`src/rtl/ptw_pkg.sv`:
```
package ptw_pkg;
  localparam int unsigned PTE_W       = 64;
  localparam int unsigned PTE_P_BIT   = 0;
  localparam int unsigned PTE_WR_BIT  = 1;
  localparam int unsigned PTE_US_BIT  = 2;
  localparam int unsigned PTE_PPN_LSB = 12;

  typedef enum logic [1:0] {
    ST_IDLE  = 2'd0,
    ST_ISSUE = 2'd1,
    ST_WAIT  = 2'd2,
    ST_DONE  = 2'd3
  } ptw_state_e;

  typedef struct packed {
    logic user;
    logic writable;
    logic present;
  } pte_flags_t;
endpackage

```
`src/rtl/ptw_idx_sel.sv`:
```
module ptw_idx_sel #(
  parameter int unsigned LEVELS = 4,
  parameter int unsigned IDX_W  = 9,
  localparam int unsigned VPN_W = LEVELS * IDX_W,
  localparam int unsigned LVL_W = $clog2(LEVELS)
) (
  input  logic [VPN_W-1:0] vpn_i,
  input  logic [LVL_W-1:0] level_i,
  output logic [IDX_W-1:0] idx_o
);
  logic [IDX_W-1:0] slc [LEVELS];

  // level 0 takes the most significant field
  for (genvar g = 0; g < LEVELS; g++) begin : g_slice
    assign slc[g] = vpn_i[(LEVELS-1-g)*IDX_W +: IDX_W];
  end

  assign idx_o = slc[level_i];
endmodule

```
`src/rtl/ptw_entry_addr.sv`:
```
module ptw_entry_addr #(
  parameter int unsigned PA_W   = 40,
  parameter int unsigned PAGE_W = 12,
  parameter int unsigned IDX_W  = 9,
  localparam int unsigned PPN_W = PA_W - PAGE_W,
  localparam int unsigned PAD_W = PAGE_W - IDX_W
) (
  input  logic [PPN_W-1:0] base_ppn_i,
  input  logic [IDX_W-1:0] idx_i,
  output logic [PA_W-1:0]  addr_o
);
  assign addr_o = {base_ppn_i, idx_i, {PAD_W{1'b0}}};
endmodule

```
`src/rtl/ptw_perm_acc.sv`:
```
module ptw_perm_acc (
  input  logic clk_i,
  input  logic rst_ni,
  input  logic clear_i,
  input  logic take_i,
  input  logic wr_i,
  input  logic us_i,
  output logic wr_acc_o,
  output logic us_acc_o
);
  always_ff @(posedge clk_i or negedge rst_ni) begin
    if (!rst_ni) begin
      wr_acc_o <= 1'b0;
      us_acc_o <= 1'b0;
    end else if (clear_i) begin
      wr_acc_o <= 1'b1;
      us_acc_o <= 1'b1;
    end else if (take_i) begin
      wr_acc_o <= wr_acc_o & wr_i;
      us_acc_o <= us_acc_o & us_i;
    end
  end
endmodule

```
`src/rtl/ptw_fsm.sv`:
```
module ptw_fsm
  import ptw_pkg::*;
#(
  parameter int unsigned LEVELS = 4,
  localparam int unsigned LVL_W = $clog2(LEVELS)
) (
  input  logic             clk_i,
  input  logic             rst_ni,
  input  logic             req_valid_i,
  input  logic             mem_rsp_valid_i,
  input  logic             present_i,
  output logic             req_ready_o,
  output logic             accept_o,
  output logic             mem_req_valid_o,
  output logic             take_o,
  output logic             step_o,
  output logic             finish_o,
  output logic             rsp_valid_o,
  output logic [LVL_W-1:0] level_o
);
  localparam logic [LVL_W-1:0] LAST_LVL = LVL_W'(LEVELS - 1);

  ptw_state_e       state_q, state_d;
  logic [LVL_W-1:0] level_q;

  assign req_ready_o     = (state_q == ST_IDLE);
  assign accept_o        = req_ready_o && req_valid_i;
  assign mem_req_valid_o = (state_q == ST_ISSUE);
  // responses count only while a read is outstanding
  assign take_o          = (state_q == ST_WAIT) && mem_rsp_valid_i;
  assign finish_o        = take_o && (!present_i || level_q == LAST_LVL);
  assign step_o          = take_o && present_i && level_q != LAST_LVL;
  assign rsp_valid_o     = (state_q == ST_DONE);
  assign level_o         = level_q;

  always_comb begin
    state_d = state_q;
    unique case (state_q)
      ST_IDLE:  if (req_valid_i) state_d = ST_ISSUE;
      ST_ISSUE: state_d = ST_WAIT;
      ST_WAIT:  if (finish_o) state_d = ST_DONE;
                else if (step_o) state_d = ST_ISSUE;
      ST_DONE:  state_d = ST_IDLE;
      default:  state_d = ST_IDLE;
    endcase
  end

  always_ff @(posedge clk_i or negedge rst_ni) begin
    if (!rst_ni) begin
      state_q <= ST_IDLE;
      level_q <= '0;
    end else begin
      state_q <= state_d;
      if (accept_o)    level_q <= '0;
      else if (step_o) level_q <= level_q + 1'b1;
    end
  end

  AST_ONE_READ: assert property (@(posedge clk_i) disable iff (!rst_ni)
    mem_req_valid_o |=> !mem_req_valid_o);
  AST_BUSY_NOT_READY: assert property (@(posedge clk_i) disable iff (!rst_ni)
    mem_req_valid_o |-> !req_ready_o);
  AST_RSP_PULSE: assert property (@(posedge clk_i) disable iff (!rst_ni)
    rsp_valid_o |=> !rsp_valid_o && req_ready_o);
  AST_IDLE_HOLD: assert property (@(posedge clk_i) disable iff (!rst_ni)
    (req_ready_o && !req_valid_i) |=> req_ready_o && !mem_req_valid_o);
endmodule

```
`src/rtl/ptw_walker.sv`:
```
module ptw_walker
  import ptw_pkg::*;
#(
  parameter int unsigned LEVELS = 4,
  parameter int unsigned IDX_W  = 9,
  parameter int unsigned PAGE_W = 12,
  parameter int unsigned PA_W   = 40,
  localparam int unsigned VPN_W = LEVELS * IDX_W,
  localparam int unsigned PPN_W = PA_W - PAGE_W,
  localparam int unsigned LVL_W = $clog2(LEVELS)
) (
  input  logic             clk_i,
  input  logic             rst_ni,
  input  logic [PPN_W-1:0] root_ppn_i,
  input  logic             req_valid_i,
  output logic             req_ready_o,
  input  logic [VPN_W-1:0] req_vpn_i,
  output logic             mem_req_valid_o,
  output logic [PA_W-1:0]  mem_req_addr_o,
  input  logic             mem_rsp_valid_i,
  input  logic [PTE_W-1:0] mem_rsp_data_i,
  output logic             rsp_valid_o,
  output logic             rsp_fault_o,
  output logic [PPN_W-1:0] rsp_ppn_o,
  output logic             rsp_writable_o,
  output logic             rsp_user_o,
  output logic [LVL_W-1:0] rsp_level_o
);
  logic             accept, take, step, finish;
  logic [LVL_W-1:0] level;
  logic [VPN_W-1:0] vpn_q;
  logic [PPN_W-1:0] base_q;
  logic [IDX_W-1:0] idx;
  logic             wr_acc, us_acc;
  pte_flags_t       flags;
  logic [PPN_W-1:0] pte_ppn;

  assign flags.present  = mem_rsp_data_i[PTE_P_BIT];
  assign flags.writable = mem_rsp_data_i[PTE_WR_BIT];
  assign flags.user     = mem_rsp_data_i[PTE_US_BIT];
  assign pte_ppn        = mem_rsp_data_i[PTE_PPN_LSB +: PPN_W];

  ptw_fsm #(.LEVELS(LEVELS)) u_fsm (
    .clk_i           (clk_i),
    .rst_ni          (rst_ni),
    .req_valid_i     (req_valid_i),
    .mem_rsp_valid_i (mem_rsp_valid_i),
    .present_i       (flags.present),
    .req_ready_o     (req_ready_o),
    .accept_o        (accept),
    .mem_req_valid_o (mem_req_valid_o),
    .take_o          (take),
    .step_o          (step),
    .finish_o        (finish),
    .rsp_valid_o     (rsp_valid_o),
    .level_o         (level)
  );

  ptw_idx_sel #(.LEVELS(LEVELS), .IDX_W(IDX_W)) u_idx (
    .vpn_i   (vpn_q),
    .level_i (level),
    .idx_o   (idx)
  );

  ptw_entry_addr #(.PA_W(PA_W), .PAGE_W(PAGE_W), .IDX_W(IDX_W)) u_addr (
    .base_ppn_i (base_q),
    .idx_i      (idx),
    .addr_o     (mem_req_addr_o)
  );

  ptw_perm_acc u_perm (
    .clk_i    (clk_i),
    .rst_ni   (rst_ni),
    .clear_i  (accept),
    .take_i   (take),
    .wr_i     (flags.writable),
    .us_i     (flags.user),
    .wr_acc_o (wr_acc),
    .us_acc_o (us_acc)
  );

  always_ff @(posedge clk_i or negedge rst_ni) begin
    if (!rst_ni) begin
      vpn_q  <= '0;
      base_q <= '0;
    end else if (accept) begin
      vpn_q  <= req_vpn_i;
      base_q <= root_ppn_i;
    end else if (step) begin
      base_q <= pte_ppn;
    end
  end

  always_ff @(posedge clk_i or negedge rst_ni) begin
    if (!rst_ni) begin
      rsp_fault_o    <= 1'b0;
      rsp_ppn_o      <= '0;
      rsp_writable_o <= 1'b0;
      rsp_user_o     <= 1'b0;
      rsp_level_o    <= '0;
    end else if (finish) begin
      rsp_fault_o    <= !flags.present;
      rsp_ppn_o      <= flags.present ? pte_ppn : '0;
      rsp_writable_o <= flags.present && wr_acc && flags.writable;
      rsp_user_o     <= flags.present && us_acc && flags.user;
      rsp_level_o    <= level;
    end
  end

  AST_FAULT_CLEAN: assert property (@(posedge clk_i) disable iff (!rst_ni)
    (rsp_valid_o && rsp_fault_o) |-> (rsp_ppn_o == '0 && !rsp_writable_o && !rsp_user_o));
  AST_OK_LAST_LVL: assert property (@(posedge clk_i) disable iff (!rst_ni)
    (rsp_valid_o && !rsp_fault_o) |-> rsp_level_o == LVL_W'(LEVELS - 1));
  AST_NO_READ_AT_RSP: assert property (@(posedge clk_i) disable iff (!rst_ni)
    rsp_valid_o |-> !mem_req_valid_o);
endmodule

```
`config.mk`:
```
export PLATFORM = sky130hd
export DESIGN_NAME = ptw_walker
export DESIGN_NICKNAME = d
export VERILOG_FILES = /design/src/rtl/ptw_pkg.sv /design/src/rtl/ptw_idx_sel.sv /design/src/rtl/ptw_entry_addr.sv /design/src/rtl/ptw_perm_acc.sv /design/src/rtl/ptw_fsm.sv /design/src/rtl/ptw_walker.sv
export SDC_FILE = /design/constraint.sdc
export NUM_CORES = 1
export LEC_CHECK = 0
export BUFFER_PORTS_ARGS = -buffer_cell sky130_fd_sc_hd__buf_2
export CORE_ASPECT_RATIO = 0.5
export CORE_MARGIN = 10
export CORE_UTILIZATION = 39
export DETAILED_ROUTE_END_ITERATION = 6
export GPL_TIMING_DRIVEN = 0
export PLACE_DENSITY = 0.68
export SYNTH_ARGS = -nofsm -noshare
export SYNTH_HDL_FRONTEND = slang
export SYNTH_SLANG_ARGS = --single-unit
```
`constraint.sdc`:
```
create_clock -name clk_i -period 2.4 [get_ports clk_i]
set_input_delay 0.48 -clock clk_i [delete_from_list [all_inputs] [get_ports clk_i]]
set_output_delay 0.48 -clock clk_i [all_outputs]
set_load 0.02 [all_outputs]
```
Word-level counts from Yosys, hierarchy flattened
Cells that the tools add are included.
Widths: inputs -> output; s select.
{"block": "totals", "reg_bits": 103, "wordCells": 54, "out_inout_bits": 76}
{"block": "classes", "n_eq_ne": 7, "n_mux": 16, "add_sub_neg": 1, "reduce_logical": 15, "n_bitwise": 3, "n_lt_le_gt_ge": 1}
{"op": "$mux 28", "n": 3}
{"op": "$bmux 9 s2", "n": 1}
{"op": "$mux 9", "n": 2}
{"op": "$mux 2", "n": 5}
{"op": "$logic_and 1x1->1", "n": 9}
{"op": "$pmux 2 s4", "n": 1}
{"op": "$eq 2x2->1 const B", "n": 3}
{"op": "$mux 1", "n": 4}
{"op": "$ne 2x2->1 const B", "n": 2}
{"op": "$reduce_bool 2->1", "n": 2}
{"op": "$ge 3x3->1 const B", "n": 1}
{"op": "$ne 3x3->1 const B", "n": 1}
{"op": "$not 2->3", "n": 1}
{"op": "$add 2x1->2 const B", "n": 1}
{"op": "$and 1x1->1", "n": 2}
{"op": "$eq 2x1->1 const B", "n": 1}
{"op": "$logic_not 2->1", "n": 1}
{"op": "$reduce_and 2->1", "n": 1}
{"op": "$logic_not 1->1", "n": 1}
{"op": "$logic_or 1x1->1", "n": 1}

Longest topological paths before layout
{"block": "depth", "word_depth": 7, "depth_mapped": 6, "mapped_depth_nobuf": 4}

Cells and area by module
A second synthesis with hierarchy kept.
{"block": "unflattened", "cells_unflattened": 416, "area_unflattened_um2": 4899.7}
{"module": "ptw_walker", "seq_area_each_um2": 2427.3, "n_inst": 1, "area_per_inst_um2": 4058.9, "cells_each": 334}
{"module": "ptw_entry_addr", "seq_area_each_um2": 0.0, "n_inst": 1, "area_per_inst_um2": 304.0, "cells_each": 41}
{"module": "ptw_fsm", "seq_area_each_um2": 100.1, "n_inst": 1, "area_per_inst_um2": 240.2, "cells_each": 24}
{"module": "ptw_idx_sel", "seq_area_each_um2": 0.0, "n_inst": 1, "area_per_inst_um2": 219.0, "cells_each": 11}
{"module": "ptw_perm_acc", "seq_area_each_um2": 50.0, "n_inst": 1, "area_per_inst_um2": 77.6, "cells_each": 6}

Worst setup path before layout
OpenSTA, ideal clock, no wires.
{"block": "synth_path", "path_type": "reg2reg", "startpoint": "register u_fsm.level_q[0] (netlist: u_fsm.level_o[0])", "endpoint": "register base_q[0]", "path_slack_ps": 642, "setup_time_ps": 127, "arrival_time_ps": 1631, "required_ps": 2273, "period_less_slack_ps": 1758, "stages_incl_launch_ff": 6, "cell_sequence": "dfrtp_1 > ha_1 > nand2b_1 > o21ai_4 > buf_6 > mux2_1"}
{"block": "synth_between", "elab_chain_cells": 3}
{"item": "from (decl)", "line": "ptw_fsm.sv:24", "text": "logic [LVL_W-1:0] level_q;"}
{"item": "from (signal assigned)", "line": "ptw_fsm.sv:55", "text": "else if (step_o) level_q <= level_q + 1'b1;"}
{"item": "$ne 2x2->1", "line": "ptw_fsm.sv:32", "text": "assign step_o = take_o && present_i && level_q != LAST_LVL;"}
{"item": "$logic_and 1x1->1", "line": "ptw_fsm.sv:32"}
{"item": "$reduce_bool 2->1 (no source line)"}
{"item": "to (signal assigned)", "line": "ptw_walker.sv:88", "text": "base_q <= root_ppn_i;"}
{"item": "to (signal assigned)", "line": "ptw_walker.sv:90", "text": "base_q <= pte_ppn;"}
{"item": "to (decl)", "line": "ptw_walker.sv:32", "text": "logic [PPN_W-1:0] base_q;"}
Every way passes these cells.
A chain may end at the register's enable or synchronous reset.

Final worst setup path
{"block": "layout_path", "startpoint": "register u_fsm.level_q[0] (netlist: u_fsm.level_o[0])", "endpoint": "output port mem_req_addr_o[4]"}
{"block": "layout_between", "elab_chain_cells": 4}
{"item": "$not 2->3 (implied by the code)", "line": "ptw_idx_sel.sv:18", "text": "assign idx_o = slc[level_i];"}
{"item": "$bmux 9 s2", "line": "ptw_idx_sel.sv:18"}
{"item": "$mux 9 (implied by the code) (2 in series)", "line": "ptw_idx_sel.sv:18"}
{"item": "to (decl)", "line": "ptw_walker.sv:19", "text": "output logic [PA_W-1:0] mem_req_addr_o,"}
Every way passes these cells. The select of a mux whose other input is x is not followed.

==> PnR_summary.wiki <==
{| class="wikitable"
! Metric !! Value
|-
| Via count of the first global-routing pass || 4246
|-
| CTS Root Buffer Type || sky130_fd_sc_hd__clkbuf_16
|-
| Count of boundary I/O pins || 208
|-
| Crit end category || output port
|-
| Count of warnings emitted by yosys || 0
|-
| Share of cells above drive strength 1 || 40.3%
|-
| Starting density of the core || 39.6%
|-
| Synthesized instance count || 433
|-
| DR iter-0 viols || 296
|-
| Worst Setup Path Type || register to output port
|-
| Wire length of the first global-routing pass || 22.3 mm
|-
| Crit path time final || 2.29 ns
|-
| Synth Area in Compound Gates || 4.87%
|-
| Antenna violations before repair || 0
|-
| FF+latch count, synth || 103
|-
| GR Overflow Total || 0
|-
| Total Routed Length || 13.9 mm
|-
| Antenna Violating Nets Remaining || 0
|-
| Maximum ir drop on the vdd rail || 468 uV
|-
| Clock sink total || 103
|-
| Multiplexer area fraction after synthesis || 18.4%
|-
| Proportion of synthesized chip area in sequential cells || 55.5%
|-
| CTS clk-pin slew, worst paths || 0.07 ns
|-
| Antenna Diode Count || 0
|-
| Status || completed
|-
| Synthesized area per cell || 10.7 um^2
|-
| Required time of the critical path || 1.92 ns
|-
| Static power due to leakage || 0.00320 uW
|-
| Die Wd || 174 um
|-
| Routed length per placed instance || 17.6 um
|-
| Worst max-slew margin expressed relative to the limit || 60.7%
|-
| Arrival time worst endpoint || 1.81 ns
|-
| Height of the die || 97.2 um
|-
| Total GRT Usage || 16.3%
|-
| Setup Total Neg Slack || 0 ns
|-
| Vias per cell || 4.94
|-
| PD cells || 1160 nW/um^2
|-
| Xor/xnor cell area share of the yosys netlist || 0%
|-
| Worst slack at placement || 0.363 ns
|-
| DIE AREA || 16900 um^2
|-
| Insertion delay of the later-clocked pin in the worst-skew pair || 0.34 ns
|-
| Number of clock buffers inserted by TritonCTS || 9
|-
| Type of the worst min-delay path || primary input to async pin
|-
| Element type at the critical path start || register
|-
| Slack of the critical path || 0.109 ns
|-
| Gpl congestion || 0.822
|-
| Deepest clock path buffer count || 2
|-
| Max-cap check violation count || 0
|-
| Synth cell types || 28
|-
| Total standard cell area after synthesis || 4650 um^2
|-
| CORE AREA || 11700 um^2
|-
| Unrepaired setup endpoints after global routing || no
|-
| Area overhead of the layout relative to synthesis || 30.5%
|-
| Setup Skew || 0.00819 ns
|-
| Row count || 28
|-
| Count of endpoints failing hold in the final timing report || 0
|-
| Final Slew Violations || 0
|-
| HPWL Detailed || 10.5 mm
|-
| R2R Setup Slk || 0.37 ns
|-
| Simple logic cell fraction of the synthesized area || 17.1%
|-
| Arithmetic-cell share of the synthesized area counting full adders, half adders and majority gates || 0.269%
|-
| Vias || 3894
|-
| First-pass DRT Iterations || 4
|-
| Slew @ Worst Pin || 0.590 ns
|-
| Final net count || 751
|-
| Number of DRC violations after detailed routing || 0
|-
| Buffers on Ports || 171
|-
| Maximum number of pins on one net before global-route repair || 67
|-
| Fillers || 1110
|-
| Biggest fanout along the worst timing path || 10
|-
| Largest family of logic cells by synthesized area || multiplexers
|-
| Total of endpoints with negative setup slack in the final report || 0
|-
| Share of the cycle needed by the critical path after routing || 95.5%
|-
| Maximum operating frequency || 437 MHz
|-
| Final-layout worst hold slack || 0.106 ns
|-
| TritonCTS clock tree || built
|-
| Number of H-tree levels || 3
|}
==> repair_timing <==
item                                    in CTS  in global routing
hold buffers                                 0                  0
buffers inserted                             0                  0
endpoints found under the setup margin       0                  8
resized for setup                            0                  3
==> registers in the layout, indices dropped and copies added, names as in the netlist <==
name	count
u_fsm.level_o	2
rsp_user_o	1
rsp_fault_o	1
u_perm.wr_acc_o	1
u_perm.us_acc_o	1
rsp_writable_o	1
u_fsm.state_q	2
rsp_level_o	2
vpn_q	36
base_q	28
rsp_ppn_o	28
==> final cells by class <==
| class | instances | area (um^2) | share of cell area [%] |
|---|---|---|---|
| timing repair buffer | 172 | 886 | 14.6 |
| multi-input combinational | 296 | 1900 | 31.4 |
| sequential | 103 | 2580 | 42.5 |
| clock buffer | 11 | 233 | 3.84 |
| buffer | 36 | 178 | 2.93 |
| clock inverter | 5 | 82.6 | 1.36 |
| tap | 165 | 206 | 3.40 |
==> metal layers <==
layer / share of wire (%) / up-vias / GRT usage [%] / routed length, um
met5: 0 / - / 0 / 0
met4: 2.0 / 0 / 5.75 / 271
met3: 5.9 / 20 / 4.89 / 822
met2: 52 / 114 / 28.6 / 7170
met1: 40 / 1915 / 18.4 / 5600
li1: - / 1845 / - / -
==> cells in the mapped netlist <==
| library cell | instances | area share (%) |
|---|---|---|
| sky130_fd_sc_hd__a21oi_1 | 3 | 0.32 |
| sky130_fd_sc_hd__and2_1 | 1 | 0.13 |
| sky130_fd_sc_hd__and3b_1 | 1 | 0.19 |
| sky130_fd_sc_hd__buf_1 | 1 | 0.081 |
| sky130_fd_sc_hd__buf_2 | 10 | 1.1 |
| sky130_fd_sc_hd__buf_4 | 3 | 0.48 |
| sky130_fd_sc_hd__buf_6 | 2 | 0.48 |
| sky130_fd_sc_hd__clkbuf_1 | 20 | 1.6 |
| sky130_fd_sc_hd__conb_1 | 1 | 0.081 |
| sky130_fd_sc_hd__dfrtp_1 | 103 | 55 |
| sky130_fd_sc_hd__ha_1 | 1 | 0.27 |
| sky130_fd_sc_hd__mux2_1 | 20 | 4.8 |
| sky130_fd_sc_hd__mux2_2 | 38 | 9.2 |
| sky130_fd_sc_hd__mux4_2 | 9 | 4.4 |
| sky130_fd_sc_hd__nand2_1 | 139 | 11 |
| sky130_fd_sc_hd__nand2b_1 | 2 | 0.27 |
| sky130_fd_sc_hd__nand3_1 | 3 | 0.32 |
| sky130_fd_sc_hd__nand3b_1 | 1 | 0.16 |
| sky130_fd_sc_hd__nand4_1 | 28 | 3.8 |
| sky130_fd_sc_hd__nor2_1 | 2 | 0.16 |
| sky130_fd_sc_hd__nor2b_1 | 2 | 0.27 |
| sky130_fd_sc_hd__nor3b_1 | 1 | 0.16 |
| sky130_fd_sc_hd__o21ai_0 | 36 | 3.9 |
| sky130_fd_sc_hd__o21ai_4 | 1 | 0.35 |
| sky130_fd_sc_hd__o31ai_1 | 2 | 0.32 |
| sky130_fd_sc_hd__or2_2 | 1 | 0.13 |
| sky130_fd_sc_hd__or3_1 | 1 | 0.13 |
| sky130_fd_sc_hd__or3b_1 | 1 | 0.19 |
==> worst paths after layout <==
kind | from | cells past startpoint | endpoint
max | u_fsm.level_o[0] | 3 | mem_req_addr_o[4]
max in group asynchronous | rst_ni | 2 | base_q[16]
min | rst_ni | 1 | vpn_q[27]
max reg2reg | u_fsm.level_o[0] | 5 | base_q[7]
min in group clk_i | req_vpn_i[13] | 3 | vpn_q[13]
min reg2reg | vpn_q[8] | 2 | vpn_q[8]
==> cell usage in the layout, fill, tap and decap left out, types with 4 or more instances in the layout <==
cell and instances:
sky130_fd_sc_hd__clkbuf_1 21, sky130_fd_sc_hd__mux4_2 9, sky130_fd_sc_hd__nand4_1 28, sky130_fd_sc_hd__dfrtp_1 103, sky130_fd_sc_hd__nand2_1 139, sky130_fd_sc_hd__mux2_1 20
sky130_fd_sc_hd__buf_2 179, sky130_fd_sc_hd__buf_4 4, sky130_fd_sc_hd__o21ai_0 36, sky130_fd_sc_hd__mux2_2 38, sky130_fd_sc_hd__clkbuf_16 9
==> worst max-delay path, cell delays in order, from the launching register on <==
cell	delay [ns]
sky130_fd_sc_hd__dfrtp_1	0.44
sky130_fd_sc_hd__clkbuf_4	0.31
sky130_fd_sc_hd__mux4_2	0.54
sky130_fd_sc_hd__buf_2	0.18
==> report_power, final <==
group | internal, uW | switching (uW)
Combinational | 1140 | 1670
Sequential | 2350 | 316
Clock | 915 | 646
==> kinds of logic after synthesis <==
kind of cell,count (synthesis)
adder cells (fa/ha/maj),1
buffers and inverters,36
AND/OR/NAND/NOR,183
multiplexers,67
flip-flops,103
other,1
AO/OA/AOI/OAI,42
==> metrics by stage <==
stage	area [um^2]	std cells	utilization, %	total power (uW)
after floorplan	4650	435	-	4530
after global placement	5720	771	48.7	5450
after detailed placement	5750	772	49.0	5560
after CTS	6060	788	51.6	7130
after global routing	6060	788	51.7	7490
final	6060	788	51.7	7040
No activity file was read; power rests on OpenSTA's default activity.
